File: config.mk
export PLATFORM = sky130hd
export DESIGN_NAME = sync_aligner
export DESIGN_NICKNAME = d
export VERILOG_FILES = /design/src/rtl/sync_align_pkg.sv /design/src/rtl/sync_pattern_match.sv /design/src/rtl/sync_pos_counter.sv /design/src/rtl/sync_align_fsm.sv /design/src/rtl/sync_aligner.sv
export SDC_FILE = /design/constraint.sdc
export NUM_CORES = 1
export LEC_CHECK = 0
export ABC_AREA = 1
export CAP_MARGIN = 40
export CORE_ASPECT_RATIO = 1.4
export CORE_MARGIN = 5
export CORE_UTILIZATION = 57
export CTS_CLUSTER_SIZE = 8
export DETAILED_ROUTE_END_ITERATION = 7
export GPL_TIMING_DRIVEN = 1
export PLACE_DENSITY = 0.78
export SYNTH_ARGS = -nofsm -noshare
export SYNTH_HDL_FRONTEND = slang
export SYNTH_SLANG_ARGS = --single-unit
File: constraint.sdc
create_clock -name clk -period 1.65 [get_ports clk]
set_clock_uncertainty 0.05 [all_clocks]
set_input_delay 0.495 -clock clk [delete_from_list [all_inputs] [get_ports clk]]
set_output_delay 0.495 -clock clk [all_outputs]
set_load 0.005 [all_outputs]
File: src/rtl/sync_align_pkg.sv
package sync_align_pkg;
   typedef enum logic [1:0] {
      ST_SEARCH  = 2'd0,
      ST_CONFIRM = 2'd1,
      ST_LOCKED  = 2'd2
   } align_state_t;
endpackage

File: src/rtl/sync_pattern_match.sv
module sync_pattern_match #(
   parameter int                 PAT_W   = 24,
   parameter logic [PAT_W-1:0]   PATTERN = 24'hD21DB8
) (
   input  logic clk,
   input  logic rst_n,
   input  logic bit_valid,
   input  logic bit_in,
   output logic hit
);
   logic [PAT_W-2:0] hist_q;
   logic [PAT_W-1:0] window;

   // newest bit lands in the LSB, so the oldest bit meets the pattern MSB
   assign window = {hist_q, bit_in};
   assign hit    = bit_valid && (window == PATTERN);

   always_ff @(posedge clk or negedge rst_n) begin
      if (!rst_n)         hist_q <= '0;
      else if (bit_valid) hist_q <= window[PAT_W-2:0];
   end

   a_r9_idle_hold: assert property (@(posedge clk) disable iff (!rst_n)
      !bit_valid |=> $stable(hist_q));
endmodule

File: src/rtl/sync_pos_counter.sv
module sync_pos_counter #(
   parameter int SF_LEN = 192,
   parameter int IDX_W  = $clog2(SF_LEN)
) (
   input  logic             clk,
   input  logic             rst_n,
   input  logic             bit_valid,
   input  logic             clear,
   output logic [IDX_W-1:0] idx,
   output logic             at_boundary
);
   logic [IDX_W-1:0] idx_q, idx_nxt;

   generate
      if (SF_LEN == (1 << IDX_W)) begin : g_pow2
         assign at_boundary = &idx_q;
         assign idx_nxt     = idx_q + IDX_W'(1);
      end else begin : g_cmp
         assign at_boundary = (idx_q == IDX_W'(SF_LEN - 1));
         assign idx_nxt     = at_boundary ? '0 : idx_q + IDX_W'(1);
      end
   endgenerate

   always_ff @(posedge clk or negedge rst_n) begin
      if (!rst_n)         idx_q <= '0;
      else if (clear)     idx_q <= '0;
      else if (bit_valid) idx_q <= idx_nxt;
   end

   assign idx = idx_q;

   a_r8_idx_range: assert property (@(posedge clk) disable iff (!rst_n)
      idx_q < IDX_W'(SF_LEN - 1) || idx_q == IDX_W'(SF_LEN - 1));
   a_r8_idx_hold: assert property (@(posedge clk) disable iff (!rst_n)
      (!bit_valid && !clear) |=> $stable(idx_q));
endmodule

File: src/rtl/sync_align_fsm.sv
module sync_align_fsm
   import sync_align_pkg::*;
#(
   parameter int CONFIRM_N = 3,
   parameter int MISS_N    = 3
) (
   input  logic clk,
   input  logic rst_n,
   input  logic bit_valid,
   input  logic hit,
   input  logic at_boundary,
   output logic searching,
   output logic locked,
   output logic sf_start
);
   localparam int CONF_W = $clog2(CONFIRM_N + 1);
   localparam int MISS_W = $clog2(MISS_N + 1);

   align_state_t      state_q, state_d;
   logic [CONF_W-1:0] conf_q, conf_d;
   logic [MISS_W-1:0] miss_q, miss_d;
   logic              pulse_d, pulse_q, check;

   assign check = bit_valid && at_boundary;

   always_comb begin
      state_d = state_q;
      conf_d  = conf_q;
      miss_d  = miss_q;
      pulse_d = 1'b0;
      unique case (state_q)
         ST_SEARCH: begin
            if (hit) begin
               state_d = ST_CONFIRM;
               conf_d  = '0;
            end
         end
         ST_CONFIRM: begin
            if (check) begin
               if (!hit) begin
                  state_d = ST_SEARCH;
               end else if (conf_q == CONF_W'(CONFIRM_N - 1)) begin
                  state_d = ST_LOCKED;
                  miss_d  = '0;
                  pulse_d = 1'b1;
               end else begin
                  conf_d = conf_q + CONF_W'(1);
               end
            end
         end
         ST_LOCKED: begin
            if (check) begin
               if (hit) begin
                  miss_d  = '0;
                  pulse_d = 1'b1;
               end else if (miss_q == MISS_W'(MISS_N - 1)) begin
                  state_d = ST_SEARCH;
               end else begin
                  miss_d = miss_q + MISS_W'(1);
               end
            end
         end
         default: state_d = ST_SEARCH;
      endcase
   end

   always_ff @(posedge clk or negedge rst_n) begin
      if (!rst_n) begin
         state_q <= ST_SEARCH;
         conf_q  <= '0;
         miss_q  <= '0;
         pulse_q <= 1'b0;
      end else begin
         state_q <= state_d;
         conf_q  <= conf_d;
         miss_q  <= miss_d;
         pulse_q <= pulse_d;
      end
   end

   assign searching = (state_q == ST_SEARCH);
   assign locked    = (state_q == ST_LOCKED);
   assign sf_start  = pulse_q;

   a_r7_pulse_in_lock: assert property (@(posedge clk) disable iff (!rst_n)
      sf_start |-> locked);
   a_r7_pulse_single: assert property (@(posedge clk) disable iff (!rst_n)
      sf_start |=> !sf_start);
   a_r3_lock_at_boundary: assert property (@(posedge clk) disable iff (!rst_n)
      $rose(locked) |-> $past(hit && at_boundary && bit_valid));
   a_r6_unlock_on_miss: assert property (@(posedge clk) disable iff (!rst_n)
      $fell(locked) |-> $past(bit_valid && at_boundary && !hit));
endmodule

File: src/rtl/sync_aligner.sv
module sync_aligner #(
   parameter int               PAT_W     = 24,
   parameter logic [PAT_W-1:0] PATTERN   = 24'hD21DB8,
   parameter int               SF_LEN    = 192,
   parameter int               CONFIRM_N = 3,
   parameter int               MISS_N    = 3
) (
   input  logic                      clk,
   input  logic                      rst_n,
   input  logic                      bit_valid,
   input  logic                      bit_in,
   output logic                      locked,
   output logic                      sf_start,
   output logic [$clog2(SF_LEN)-1:0] bit_index
);
   localparam int IDX_W = $clog2(SF_LEN);

   generate
      if (PAT_W < 2) begin : g_bad_pat
         $error("sync_aligner: PAT_W must be at least 2");
      end
      if (SF_LEN <= PAT_W) begin : g_bad_len
         $error("sync_aligner: SF_LEN must exceed PAT_W");
      end
      if (CONFIRM_N < 1 || MISS_N < 1) begin : g_bad_cnt
         $error("sync_aligner: CONFIRM_N and MISS_N must be at least 1");
      end
   endgenerate

   logic hit, at_boundary, searching;

   sync_pattern_match #(.PAT_W(PAT_W), .PATTERN(PATTERN)) u_match (
      .clk       (clk),
      .rst_n     (rst_n),
      .bit_valid (bit_valid),
      .bit_in    (bit_in),
      .hit       (hit)
   );

   sync_pos_counter #(.SF_LEN(SF_LEN), .IDX_W(IDX_W)) u_pos (
      .clk         (clk),
      .rst_n       (rst_n),
      .bit_valid   (bit_valid),
      .clear       (searching),
      .idx         (bit_index),
      .at_boundary (at_boundary)
   );

   sync_align_fsm #(.CONFIRM_N(CONFIRM_N), .MISS_N(MISS_N)) u_fsm (
      .clk         (clk),
      .rst_n       (rst_n),
      .bit_valid   (bit_valid),
      .hit         (hit),
      .at_boundary (at_boundary),
      .searching   (searching),
      .locked      (locked),
      .sf_start    (sf_start)
   );
endmodule

# After elaboration in Yosys (flattened, before gate mapping)
# Index checks and enable logic that the tools add are counted.
# classes
n_div	0
multipliers	0
n_reduce_logical	9
bitwise	0
muxes	29
add_sub_neg	3
n_shift	0
n_lt_le_gt_ge	0
n_eq_ne	16
# ops
cell	count
$mux 2	17
$eq 24x24->1 const B	1
$mux 8	3
$ne 2x1->1 const B	6
$reduce_and 6->1	2
$add 8x1->8 const B	1
$eq 8x8->1 const B	1
$pmux 2 s2	2
$eq 2x2->1 const B	3
$pmux 2 s3	1
$reduce_bool 2->1	3
$mux 1	5
$reduce_and 5->1	1
$add 2x1->2 const B	2
$ne 2x2->1 const B	2
$ne 3x2->1 const B	1
$ne 3x3->1 const B	1
$eq 2x1->1 const B	1
$logic_and 1x1->1	2
$logic_not 2->1	1
$pmux 1 s2	1
# totals
inputBits	4
latchBits	0
rom_bits	0
out_inout_bits	10
ramBits	0
register_bits	38
memories	0
word_cells	63

# Longest topological paths before layout
# logic_depth
depth_word	5
depth_mapped	11
depth_no_buf	11

# Cells and area by module
# Synthesis repeated with hierarchy kept, for this count alone.
# unflattened
cells_unflattened	242
area_unflattened_um2	1998.2
# by_module_without_submodules
mod	area_each_um2	n_inst	seq_area_each_um2	cells_per_inst
sync_pattern_match	980.9	1	575.6	111
sync_align_fsm	521.8	1	175.2	69
sync_pos_counter	495.5	1	200.2	62

# Worst setup path before layout
# Ideal clock, no wire load.
# synth_path
kind	register to register
start	register u_pos.idx_q[0], in the netlist u_pos.idx[0]
end	register u_fsm.miss_q[1]
t_arrival_ps	1342
n_path_buf	0
path_slack_ps	140
setup_ps	118
required_ps	1482
path_stages_with_launch	11
synth_period_minus_slack_ps	1510
path_cell_list	dfrtp_1 > ha_1 > nand3_1 > nor2_2 > nand3_2 > o21ai_2 > inv_1 > nor2_2 > nand3_1 > nand2_1 > nand2_1
# synth_via
elab_chain_cells	4
elab_cells_between_ends	5
classes_between	eq/ne: 3; reduce/logical: 2
# synth_rtl
element	line_no	source
start: declaration	sync_pos_counter.sv:12	logic [IDX_W-1:0] idx_q, idx_nxt;
start signal: assignment	sync_pos_counter.sv:27	else if (bit_valid) idx_q <= idx_nxt;
$eq 8x8->1 (*)	sync_pos_counter.sv:19	assign at_boundary = (idx_q == IDX_W'(SF_LEN - 1));
$logic_and 1x1->1 (*)	sync_align_fsm.sv:24	assign check = bit_valid && at_boundary;
$ne 2x1->1 (no line)	n/a	
$reduce_and 6->1 (no line) (*)	n/a	
end signal: assignment	sync_align_fsm.sv:76	miss_q <= miss_d;
end: declaration	sync_align_fsm.sv:21	logic [MISS_W-1:0] miss_q, miss_d;
# Mark *: on every way between the ends. The rest lies on a longest branch, timed or not.
# A chain may end at the register's enable or synchronous reset.

# Worst setup path after layout
# layout_path
start	register u_fsm.state_q[0]
end	register u_pos.idx_q[7], in the netlist u_pos.idx[7]
# layout_via
elab_chain_cells	2
elab_cells_between_ends	3
classes_between	mux: 1; reduce/logical: 2
# layout_rtl
element	line_no	source
start: declaration	sync_align_fsm.sv:19	align_state_t state_q, state_d;
start signal: assignment	sync_align_fsm.sv:74	state_q <= state_d;
$logic_not 2->1 (*)	sync_align_fsm.sv:81	assign searching = (state_q == ST_SEARCH);
$mux 8 or $reduce_bool 2->1 (tied branches)	n/a	
# Marked as above.

==> reports/metrics.cfg <==
[logic_synthesis]
syn-cell-area_um2=1920
synth_largest_area_cell=dfrtp_1
ys_ff_latch=38
syn_area_per_cell_um2=7.93
synth_top_family_by_area=simple AND/OR/NAND/NOR gates
synth_commonest_cells=nand2_1 (69), dfrtp_1 (38), inv_1 (32), nor2_1 (24), o21ai_0 (22)
yosysUniqueCellTypes=26
syn_nets=252
synth_compound_area_share_pct=8.34
ys_top_cells_by_area=dfrtp_1 (50%), nand2_1 (13%), inv_1 (6.3%)
synth_simple_gate_area_share_pct=28.5
ys_seq_area_share_pct=49.5
synthMuxAreaShare_pct=0
post-synth-top-count-cell=nand2_1
synthCells=242
synth_xor_area_share_pct=1.37
yosysTopAreaCellShare_pct=49.5
synth_edf_count=0
ys.flop_type=dfrtp_1
yosys_warnings=0
synth-adder-area-share_pct=3.91
async_flop_share_pct=100

[critical_path]
crit_arrival_ns=1.84
crit_path_frequent_cell=nor2_2
critical_path_class=reg2reg
cp.required_ns=1.82
slowest_delay_ns=0.39
start_kind=flip-flop
worstRegToRegCells=8
cp-end-kind=flip-flop
slowest_stage=dfrtp_1
critPathMaxFanout=3
critical_path.cell_chain=inv_2 -> buf_4 -> ha_2 -> nor2_2 -> nor2_2 -> nand4_1 -> o21ai_1 -> nor3b_2

[layout]
final_layout_size_suffix_gt1_share_pct=25.3
regArea_um2=951
nets=298
nFillCells=240
num_antenna_cells=0
multi_input_area_um2=905
area_growth_pct=29.3

[timing]
rsz0062_at_grt=true
worst_pin_slew_ns=0.475
hold_viol_final=0
maxSlewHeadroom_pct=68.3
max_freq_mhz=597
setup_ws_ns=-0.0241
timing.hold.ws_ns=0.187
min_period_ns=1.67
setup_viol=4
slew_violations=0
fin_crit_sh_pct=101

[status]
violations=negative setup slack
status=finished with violations

[clock_tree]
cts.sinks=38
path_clk_slew_ns=0.08
cts_htree_levels=2
clk_path_buf_depth=2
clk_latency_ns=0.30
tritoncts=built
cts_buffers=5
cts_root_buffer=clkbuf_8

[job]
drv_cap=0

[global_route]
grtUsageTotal_pct=20.2
grt_pass1_wl_mm=6.92
grt_overflow_total=0
grt_pass1_vias=1672
grt_max_degree=39
antenna_found_initial=0

[floorplanning]
coreArea_um2=3320
die_x_um=59.0
dieArea_um2=4640
io_pins=14
start_util_pct=57.9
fp-row-count=25
die_h_um=78.7

[worst_hold_path]
holdCritPathClass=in2async

[drt]
first_pass_iters=4
drc=0
antenna_left=0
wl_per_cell_um=13.3
via_count=1675
wirelength_mm=4.38
drt-initial-drc-count=64
viasPerCell=5.09

[placed_design]
gp_congestion=0.823
hpwl_mm=2.77
portBuffers=13

[power_and_ir_drop]
fin_total_pwr_mw=1.99
ir_drop_v=0.000795
leakage_nw=1.21
power_per_cell_area_nw_per_um2=804

[sequential cells by signal, indices dropped and copies added, names as in the netlist]
register and count:
u_fsm.state_q 2, u_fsm.conf_q 2, u_match.hist_q 23, u_fsm.sf_start 1, u_fsm.miss_q 2, u_pos.idx 8
[path summary, 6_finish.rpt]
| path | start | to | slack (ns) |
|---|---|---|---|
| setup / recovery | u_fsm.state_q[0] | u_pos.idx[7] | -0.02 |
| hold / removal | rst_n | u_pos.idx[5] | 0.19 |
| setup reg to reg | u_fsm.state_q[0] | u_pos.idx[7] | -0.02 |
| hold reg to reg | u_fsm.miss_q[0] | u_fsm.miss_q[0] | 0.42 |
| max in group asynchronous | rst_n | u_match.hist_q[3] | 1.03 |
| min in group clk | u_fsm.miss_q[0] | u_fsm.miss_q[0] | 0.42 |
[worst max-delay path: cells and delay by family (launching register included)]
kind / cells / cell delay, ns
AOI/OAI and AO/OA: 1 / 0.20
and+or+nand+nor: 4 / 0.57
adders and majority gates: 1 / 0.19
DFF: 1 / 0.39
buffers and inverters: 2 / 0.19
[placed cells by master, fill, tap and decap left out, types with 3 or more instances in the layout]
cell	n
a21oi_1	3
buf_4	29
clkbuf_8	6
dfrtp_1	38
dlygate4sd2_1	9
ha_4	3
inv_1	30
inv_2	5
nand2_1	68
nand3_1	6
nand3_2	4
nand4_1	5
nor2_1	22
nor2_2	7
nor2_4	3
nor3_1	3
o21ai_0	22
[repair_timing]
action	4_1_cts	5_1_grt
setup buffers	9	5
resized for setup	20	20
setup endpoints to repair	16	13
gates cloned	0	0
pin swaps	2	8
endpoints found under the hold margin	0	0
hold buffers	0	0
[report_power, final]
group | leakage, nW | total [mW] | internal (mW) | switching [mW]
combinational | 0.666 | 0.254 | 0.0942 | 0.160
clock | 0.0482 | 0.664 | 0.337 | 0.327
sequential | 0.494 | 1.08 | 1.02 | 0.0562
[metal layers]
| metal | share of wire, % | routed length [um] | vias up | global-route usage (%) |
|---|---|---|---|---|
| met1 | 38 | 1680 | 782 | 20.4 |
| met4 | 3.7 | 161 | 0 | 11.8 |
| li1 | - | - | 840 | - |
| met5 | 0 | 0 | - | 0 |
| met2 | 55 | 2390 | 39 | 36.2 |
| met3 | 3.4 | 149 | 14 | 4.77 |
[per-stage QoR]
step / instance area [um^2] / setup slack (ns) / utilization [%] / setup TNS (ns) / cells
global placement: 2200 / -0.358 / 66.3 / -3.35 / 307
detailed placement: 2200 / -0.399 / 66.3 / -3.95 / 307
global route: 2480 / -0.167 / 74.8 / -0.415 / 329
finish: 2480 / -0.0241 / 74.8 / -0.0688 / 329
CTS: 2380 / -0.0115 / 71.7 / -0.0115 / 324
floorplan: 1920 / 0.140 / - / 0 / 242
[cells by family after synthesis]
logic type	after synthesis
flops	38
simple gates	124
xor+xnor	3
buf+inv	41
fa+ha+maj	6
compound gates	30
[cell type report]
type / instances / area share [%]
Sequential cell: 38 / 38.3
Multi-Input combinational cell: 163 / 36.5
Timing Repair Buffer: 44 / 14.0
Inverter: 36 / 5.55
Clock buffer: 7 / 3.48
Tap cell: 40 / 2.02
Clock inverter: 1 / 0.202
Note: power is estimated with default switching activity, not from simulation.
